$ cat config.mk
export PLATFORM = sky130hd
export DESIGN_NAME = gs_readout_seq
export DESIGN_NICKNAME = d
export VERILOG_FILES = /design/src/rtl/gsr_pkg.sv /design/src/rtl/gsr_cfg.sv /design/src/rtl/gsr_trigger.sv /design/src/rtl/gsr_core.sv /design/src/rtl/gs_readout_seq.sv
export SDC_FILE = /design/constraint.sdc
export NUM_CORES = 1
export LEC_CHECK = 0
export ABC_AREA = 1
export BUFFER_PORTS_ARGS = -buffer_cell sky130_fd_sc_hd__buf_2
export CAP_MARGIN = 10
export CORE_UTILIZATION = 49
export CTS_BUF_LIST = sky130_fd_sc_hd__clkbuf_4 sky130_fd_sc_hd__clkbuf_8
export CTS_CLUSTER_SIZE = 8
export DETAILED_ROUTE_END_ITERATION = 12
export PLACE_DENSITY = 0.67
export SYNTH_ARGS = -nofsm -noshare
export SYNTH_HDL_FRONTEND = slang
export SYNTH_SLANG_ARGS = --single-unit
$ cat constraint.sdc
create_clock -name clk -period 2.2 [get_ports clk]
set_input_delay 0 -clock clk [delete_from_list [all_inputs] [get_ports clk]]
set_output_delay 0 -clock clk [all_outputs]
set_load 0.05 [all_outputs]
$ cat src/rtl/gsr_pkg.sv
package gsr_pkg;

    localparam int NUM_ROWS     = 1710;
    localparam int NUM_KERNELS  = 53;
    localparam int SCLK_DIV     = 4;
    localparam int ROT_FIELD_W  = 5;
    localparam int FOT_FIELD_W  = 8;
    localparam int SMP_FIELD_W  = 8;
    localparam int COL_FIELD_W  = 5;

    localparam int ROW_W   = $clog2(NUM_ROWS);
    localparam int KER_W   = $clog2(NUM_KERNELS);
    localparam int CFG_DW  = (ROW_W > 8) ? ROW_W : 8;
    localparam int FOT_MAX = ((2**FOT_FIELD_W - 1) * 4 + 2) * SCLK_DIV;
    localparam int CNT_W   = $clog2(FOT_MAX + 1);

    typedef enum logic [1:0] {
        PH_IDLE = 2'd0,
        PH_FOT  = 2'd1,
        PH_ROT  = 2'd2,
        PH_READ = 2'd3
    } phase_e;

    typedef enum logic [2:0] {
        CA_ROW_FIRST = 3'd0,
        CA_ROW_LAST  = 3'd1,
        CA_ROT       = 3'd2,
        CA_FOT       = 3'd3,
        CA_SAMPLE    = 3'd4,
        CA_COL       = 3'd5
    } cfg_addr_e;

    typedef struct packed {
        logic [ROW_W-1:0]       row_first;
        logic [ROW_W-1:0]       row_last;
        logic [ROT_FIELD_W-1:0] rot_n;
        logic [FOT_FIELD_W-1:0] fot_n;
        logic [SMP_FIELD_W-1:0] samp_n;
        logic [COL_FIELD_W-1:0] col_start;
    } cfg_t;

    localparam cfg_t CFG_DEFAULT = '{
        row_first: '0,
        row_last:  ROW_W'(NUM_ROWS - 1),
        rot_n:     ROT_FIELD_W'(7),
        fot_n:     FOT_FIELD_W'(40),
        samp_n:    SMP_FIELD_W'(4),
        col_start: '0
    };

    function automatic logic [CNT_W-1:0] fot_cycles(input logic [FOT_FIELD_W-1:0] n);
        return CNT_W'((int'(n) * 4 + 2) * SCLK_DIV);
    endfunction

    function automatic logic [CNT_W-1:0] rot_cycles(input logic [ROT_FIELD_W-1:0] n);
        return CNT_W'((int'(n) + 2) * SCLK_DIV);
    endfunction

    function automatic logic [CNT_W-1:0] samp_cycles(input logic [SMP_FIELD_W-1:0] n);
        return CNT_W'(int'(n) * SCLK_DIV);
    endfunction

    function automatic logic [KER_W-1:0] first_kernel(input logic [COL_FIELD_W-1:0] x);
        int k;
        k = 2 * int'(x);
        if (k > NUM_KERNELS - 1) k = NUM_KERNELS - 1;
        return KER_W'(k);
    endfunction

endpackage

$ cat src/rtl/gsr_cfg.sv
module gsr_cfg
    import gsr_pkg::*;
(
    input  logic              clk,
    input  logic              rst,
    input  logic              seq_run,
    input  logic              we,
    input  logic [2:0]        addr,
    input  logic [CFG_DW-1:0] wdata,
    output cfg_t              cfg
);

    cfg_t cfg_q;

    always_ff @(posedge clk) begin
        if (rst) begin
            cfg_q <= CFG_DEFAULT;
        end else if (we && !seq_run) begin
            case (addr)
                CA_ROW_FIRST: cfg_q.row_first <= wdata[ROW_W-1:0];
                CA_ROW_LAST:  cfg_q.row_last  <= wdata[ROW_W-1:0];
                CA_ROT:       cfg_q.rot_n     <= wdata[ROT_FIELD_W-1:0];
                CA_FOT:       cfg_q.fot_n     <= wdata[FOT_FIELD_W-1:0];
                CA_SAMPLE:    cfg_q.samp_n    <= wdata[SMP_FIELD_W-1:0];
                CA_COL:       cfg_q.col_start <= wdata[COL_FIELD_W-1:0];
                default:      cfg_q           <= cfg_q;
            endcase
        end
    end

    assign cfg = cfg_q;

    // no configuration change while the sequencer runs
    assert_cfg_frozen_R9: assert property (@(posedge clk) disable iff (rst)
        seq_run |=> $stable(cfg_q));

endmodule

$ cat src/rtl/gsr_trigger.sv
module gsr_trigger
    import gsr_pkg::*;
(
    input  logic clk,
    input  logic rst,
    input  logic seq_run,
    input  logic exposure_i,
    input  logic in_fot,
    input  logic accept,
    output logic start_req,
    output logic overrun_o
);

    logic exp_q;
    logic pend_q;
    logic ovr_q;
    logic fall;

    always_comb begin
        fall      = exp_q && !exposure_i;
        start_req = seq_run && (fall || pend_q);
    end

    always_ff @(posedge clk) begin
        if (rst) begin
            exp_q  <= 1'b0;
            pend_q <= 1'b0;
            ovr_q  <= 1'b0;
        end else begin
            exp_q <= exposure_i;
            if (!seq_run) begin
                pend_q <= 1'b0;
                ovr_q  <= 1'b0;
            end else begin
                if (fall && (in_fot || pend_q)) ovr_q <= 1'b1;
                if (accept)                     pend_q <= 1'b0;
                else if (fall && !in_fot)       pend_q <= 1'b1;
            end
        end
    end

    assign overrun_o = ovr_q;

    assert_fot_edge_overrun_R7: assert property (@(posedge clk) disable iff (rst)
        (seq_run && fall && in_fot) |=> overrun_o);

    assert_overrun_sticky_R7: assert property (@(posedge clk) disable iff (rst)
        (overrun_o && seq_run) |=> overrun_o);

    assert_second_pending_R8: assert property (@(posedge clk) disable iff (rst)
        (seq_run && fall && pend_q) |=> overrun_o);

endmodule

$ cat src/rtl/gsr_core.sv
module gsr_core
    import gsr_pkg::*;
(
    input  logic             clk,
    input  logic             rst,
    input  logic             seq_run,
    input  cfg_t             cfg,
    input  logic             start_req,
    output logic             accept,
    output logic             in_fot,
    output logic             fot_o,
    output logic             rot_o,
    output logic             sample_o,
    output logic             read_o,
    output logic [KER_W-1:0] kernel_o,
    output logic [ROW_W-1:0] row_o
);

    localparam logic [CNT_W-1:0] KSLOT_LAST = CNT_W'(SCLK_DIV - 1);
    localparam logic [KER_W-1:0] KER_LAST   = KER_W'(NUM_KERNELS - 1);

    phase_e           ph_q;
    logic [CNT_W-1:0] cnt_q;
    logic [CNT_W-1:0] samp_q;
    logic [ROW_W-1:0] row_q;
    logic [KER_W-1:0] ker_q;

    logic slot_end;
    logic last_kernel;
    logic last_row;
    logic frame_end;

    always_comb begin
        slot_end    = (cnt_q == '0);
        last_kernel = (ker_q == KER_LAST);
        last_row    = (row_q >= cfg.row_last);
        frame_end   = (ph_q == PH_READ) && slot_end && last_kernel && last_row;
        accept      = start_req && ((ph_q == PH_IDLE) || frame_end);
    end

    always_ff @(posedge clk) begin
        if (rst || !seq_run) begin
            ph_q   <= PH_IDLE;
            cnt_q  <= '0;
            samp_q <= '0;
            row_q  <= '0;
            ker_q  <= '0;
        end else if (accept) begin
            ph_q   <= PH_FOT;
            cnt_q  <= fot_cycles(cfg.fot_n) - 1'b1;
            samp_q <= samp_cycles(cfg.samp_n);
        end else begin
            case (ph_q)
                PH_IDLE: begin
                    ph_q <= PH_IDLE;
                end
                PH_FOT: begin
                    if (samp_q != '0) samp_q <= samp_q - 1'b1;
                    if (slot_end) begin
                        ph_q  <= PH_ROT;
                        cnt_q <= rot_cycles(cfg.rot_n) - 1'b1;
                        row_q <= cfg.row_first;
                    end else begin
                        cnt_q <= cnt_q - 1'b1;
                    end
                end
                PH_ROT: begin
                    if (slot_end) begin
                        ph_q  <= PH_READ;
                        cnt_q <= KSLOT_LAST;
                        ker_q <= first_kernel(cfg.col_start);
                    end else begin
                        cnt_q <= cnt_q - 1'b1;
                    end
                end
                PH_READ: begin
                    if (slot_end) begin
                        if (last_kernel) begin
                            if (last_row) begin
                                ph_q <= PH_IDLE;
                            end else begin
                                ph_q  <= PH_ROT;
                                cnt_q <= rot_cycles(cfg.rot_n) - 1'b1;
                                row_q <= row_q + 1'b1;
                            end
                        end else begin
                            ker_q <= ker_q + 1'b1;
                            cnt_q <= KSLOT_LAST;
                        end
                    end else begin
                        cnt_q <= cnt_q - 1'b1;
                    end
                end
                default: ph_q <= PH_IDLE;
            endcase
        end
    end

    always_comb begin
        in_fot   = (ph_q == PH_FOT);
        fot_o    = in_fot;
        rot_o    = (ph_q == PH_ROT);
        read_o   = (ph_q == PH_READ);
        sample_o = in_fot && (samp_q != '0);
        kernel_o = ker_q;
        row_o    = row_q;
    end

    // interval length monitors for the duration checks
    logic [CNT_W-1:0] fot_len_q;
    logic [CNT_W-1:0] rot_len_q;

    always_ff @(posedge clk) begin
        if (rst) begin
            fot_len_q <= '0;
            rot_len_q <= '0;
        end else begin
            fot_len_q <= fot_o ? fot_len_q + 1'b1 : '0;
            rot_len_q <= rot_o ? rot_len_q + 1'b1 : '0;
        end
    end

    assert_fot_length_R2: assert property (@(posedge clk) disable iff (rst)
        ($fell(fot_o) && $past(seq_run)) |-> (fot_len_q == fot_cycles(cfg.fot_n)));

    assert_rot_length_R3: assert property (@(posedge clk) disable iff (rst)
        ($fell(rot_o) && $past(seq_run)) |-> (rot_len_q == rot_cycles(cfg.rot_n)));

    assert_sample_at_start_R4: assert property (@(posedge clk) disable iff (rst)
        ($rose(fot_o) && (cfg.samp_n != '0)) |-> sample_o);

    assert_kernel_step_R5: assert property (@(posedge clk) disable iff (rst)
        (read_o && $past(read_o) && (kernel_o != $past(kernel_o)))
            |-> (kernel_o == $past(kernel_o) + 1'b1));

    assert_row_floor_R6: assert property (@(posedge clk) disable iff (rst)
        rot_o |-> (row_o >= cfg.row_first));

endmodule

$ cat src/rtl/gs_readout_seq.sv
module gs_readout_seq
    import gsr_pkg::*;
(
    input  logic              clk,
    input  logic              rst,
    input  logic              seq_rst_n,
    input  logic              exposure_i,
    input  logic              cfg_we,
    input  logic [2:0]        cfg_addr,
    input  logic [CFG_DW-1:0] cfg_wdata,
    output logic              fot_o,
    output logic              rot_o,
    output logic              sample_o,
    output logic              read_o,
    output logic [KER_W-1:0]  kernel_o,
    output logic [ROW_W-1:0]  row_o,
    output logic              overrun_o
);

    cfg_t cfg;
    logic start_req;
    logic accept;
    logic in_fot;

    gsr_cfg i_cfg (
        .clk     (clk),
        .rst     (rst),
        .seq_run (seq_rst_n),
        .we      (cfg_we),
        .addr    (cfg_addr),
        .wdata   (cfg_wdata),
        .cfg     (cfg)
    );

    gsr_trigger i_trigger (
        .clk        (clk),
        .rst        (rst),
        .seq_run    (seq_rst_n),
        .exposure_i (exposure_i),
        .in_fot     (in_fot),
        .accept     (accept),
        .start_req  (start_req),
        .overrun_o  (overrun_o)
    );

    gsr_core i_core (
        .clk       (clk),
        .rst       (rst),
        .seq_run   (seq_rst_n),
        .cfg       (cfg),
        .start_req (start_req),
        .accept    (accept),
        .in_fot    (in_fot),
        .fot_o     (fot_o),
        .rot_o     (rot_o),
        .sample_o  (sample_o),
        .read_o    (read_o),
        .kernel_o  (kernel_o),
        .row_o     (row_o)
    );

endmodule

==> impl_metrics.ini <==
[outcome]
status = finished, final reports clean

[clocking]
cts_max_path_buffers = 2
ctsHtreeMaxLevel = 3
cts.reportedPaths.clkPinSlew_ps = 100
clockRootBuffer = clkbuf_8
numClockSinks = 94
clock_latency_ps = 370
cts_buffers = 9
cts_tree = yes

[power_and_ir_drop]
ir_drop_mv = 0.3674
p_sw_w = 0.001266
pwr-share-seq = 0.453
share_comb_of_total_power = 0.220
swShare = 0.3201
total_power_w = 0.003956
p_leak_nw = 2.975
p_clk_frac = 0.327
pwr_density_cell_mw_per_mm2 = 639.4
cell_internal_pwr_w = 0.002690

[synthesis]
yosysWarnings = 0
async_flop_share = 0
synth_top_family_by_area = simple AND/OR/NAND/NOR gates
synth_xor_area_frac = 0.02944
synth_ff_type = dfxtp_1
synth-seq-cells = 94
syn_inst = 823
syn_avg_cell_area_um2 = 6.507
muxShareOfSynthArea = 0
synth.cell_area_mm2 = 0.005355
synthDistinctLibCells = 40
ys_seq_area_frac = 0.3514
synth_fa_ha_area_frac = 0.04673
synth_compound_gate_area_share = 0.1292
synth-simple-area-share = 0.3458
synth_edf_count = 0
synth_fp_nets = 862

[routing]
dr_total_vias = 5399
wirelength_um = 14620
antenna_left = 0
firstDrtPassIters = 5
remaining_drc_errors = 0
drt_iter0_drc = 332
via_per_inst = 5.262
detail_route.wl_per_cell_um = 14.25

[setup_path]
end_kind = register
arrival_ps = 2260
cp-start-kind = register
crit_type = register to register
cp_max_fo = 16
crit_required_ps = 2440

[layout]
syn2layout_area_growth_pct = 15.54
n_fill_cell = 1065
n_antenna_cell = 0
finalNetCount = 924
final_cells = 1026
drive_gt1_frac = 0.1191
fin_area_mm2 = 0.006187

[global_route]
grt_pass1_wl_um = 23890
grtUsageMet3 = 0.04844
grt_pass1_vias = 4983
grt_use_met1 = 0.3498
busiest_layer = met2
gr-usage-all-layers = 0.2706
grtUsageMet2 = 0.4527
antenna_found_initial = 0
overflow = 0
grt_max_degree = 48

[floorplanning]
start_util = 0.5118
boundaryPins = 41
rows = 37
core-area_mm2 = 0.01046
die_y_um = 106.5
fp.dieArea_mm2 = 0.01135
die_width_um = 106.5

[placed_design]
gp_congestion = 0.9057
dpl.cell_count = 994
io_buffer_count = 40
dpl-instance-area_mm2 = 0.005764
hpwl_um = 10740
pre_cts_ws_ps = 98.20

[timing]
slew_violations = 0
final-hold-violation-count = 0
post-route-min-period_ps = 2023
tns_ps = 0
max-slew-margin-rel = 0.6267
fin_ws_ps = 177.0
setup_viol_count_final = 0
worst_pin_slew_ps = 559.3
finalClockSkew_ps = 10.52
rsz0062_at_grt = no
max_freq_mhz = 494.3
fin_crit_sh = 0.9195

[flow_run]
maxCapViolCount = 0

[worst_hold_path]
hp-class = input port to register
## timing repair
item / CTS / global route
endpoints found under the setup margin: 0 / 33
endpoints found under the hold margin: 20 / 0
hold buffers: 12 / 0
resized for setup: 0 / 11
setup buffers: 0 / 4
## cells by family after synthesis
logic type,count (synthesis)
simple gates,433
xor+xnor,18
fa+ha+maj,20
compound gates,125
buf+inv,133
flops,94
## placed cells by master, fill, tap and decap left out, types with 11 or more instances in the layout
| cell type | count |
|---|---|
| o21ai_0 | 57 |
| a21oi_1 | 40 |
| buf_2 | 40 |
| inv_1 | 106 |
| buf_4 | 22 |
| nand2_1 | 181 |
| nor2_1 | 122 |
| ha_1 | 20 |
| nand3_1 | 86 |
| dfxtp_1 | 92 |
| dlygate4sd3_1 | 12 |
| nand4_1 | 11 |
| xor2_1 | 13 |
## layout make-up
class / count / area [um^2] / area share
clock buffers: 9 / 123.9 / 0.02002
clock inverters: 7 / 98.84 / 0.01598
inverters: 108 / 405.4 / 0.06552
multi-input cells: 596 / 2988 / 0.4829
flip-flops and latches: 94 / 1884 / 0.3046
well taps: 136 / 170.2 / 0.02750
repair buffers: 76 / 516.7 / 0.08352
## state kept, by name (all words and copies together), names as in the netlist
signal and count:
i_cfg.cfg 48, i_core.cnt_q 12, i_core.samp_q 12, i_core.row_o 11, i_core.kernel_o 6, i_core.ph_q 2
i_trigger.exp_q 1, i_trigger.overrun_o 1, i_trigger.pend_q 1
## layer usage
layer  part of all wire  vias to the layer above
met2               0.46                      137
met3              0.046                       22
li1                   -                     2778
met5                  0                        -
met1               0.47                     2462
met4              0.023                        0
## power by group through the flow
stage | Combinational [W] | Sequential [W] | Clock, W
6_report | 0.000869 | 0.00179 | 0.00129
5_1_grt | 0.000971 | 0.00180 | 0.00136
4_1_cts | 0.000830 | 0.00179 | 0.00131
3_5_place_dp | 0.000810 | 0.00183 | 0
3_3_place_gp | 0.000804 | 0.00183 | 0
2_1_floorplan | 0.000564 | 0.00187 | 0
## worst max-delay path: stages (launching register included)
cell and delay, ps:
dfxtp_2 370, ha_1 340, a21oi_2 160, o21ai_0 110, nand2_1 80, nand4_1 130
nand2_4 140, nand2_8 90, nand2_8 120, buf_6 160, nand2_1 70, nand2_1 60
a21oi_1 60
## worst paths after layout
path / slack, ps / cells past startpoint / startpoint / to
worst max-delay path: 180 / 12 / i_core.row_o[2]$_SDFFE_PP0P_ / i_core.samp_q[2]$_SDFFE_PP0P_
worst min-delay path: 20 / 3 / cfg_wdata[2] / i_cfg.cfg[23]$_SDFFE_PP1P_
worst max register to register: 180 / 12 / i_core.row_o[2]$_SDFFE_PP0P_ / i_core.samp_q[2]$_SDFFE_PP0P_
worst min register to register: 460 / 2 / i_cfg.cfg[10]$_SDFFE_PP0P_ / i_cfg.cfg[10]$_SDFFE_PP0P_
## metrics by stage
stage | hold slack, ps | util
global route | 20.38 | 0.5914
CTS | 0.6778 | 0.5837
floorplan | 72.38 | -
finish | 18.20 | 0.5914
global placement | 227.6 | 0.5509
detailed placement | 230.5 | 0.5509
## synth_stat cells, types with 2 or more instances
| library cell | instances | share of area |
|---|---|---|
| o211ai_1 | 7 | 0.0098 |
| xor2_1 | 13 | 0.021 |
| nor2_2 | 6 | 0.0070 |
| nor4_1 | 2 | 0.0023 |
| a21oi_1 | 41 | 0.038 |
| clkbuf_1 | 18 | 0.013 |
| inv_1 | 106 | 0.074 |
| nand2_1 | 183 | 0.13 |
| nand2_2 | 3 | 0.0035 |
| o22ai_1 | 3 | 0.0035 |
| buf_4 | 3 | 0.0042 |
| nand2_4 | 3 | 0.0063 |
| o21ai_0 | 57 | 0.053 |
| o31ai_1 | 3 | 0.0042 |
| nand4_1 | 11 | 0.013 |
| nor2_1 | 124 | 0.087 |
| xnor2_1 | 5 | 0.0082 |
| dfxtp_1 | 94 | 0.35 |
| nand3b_1 | 3 | 0.0042 |
| nor3_1 | 7 | 0.0065 |
| a31oi_1 | 6 | 0.0070 |
| buf_2 | 3 | 0.0028 |
| nand3_1 | 86 | 0.080 |
| ha_1 | 20 | 0.047 |
Note: power is estimated with default switching activity, not from simulation.
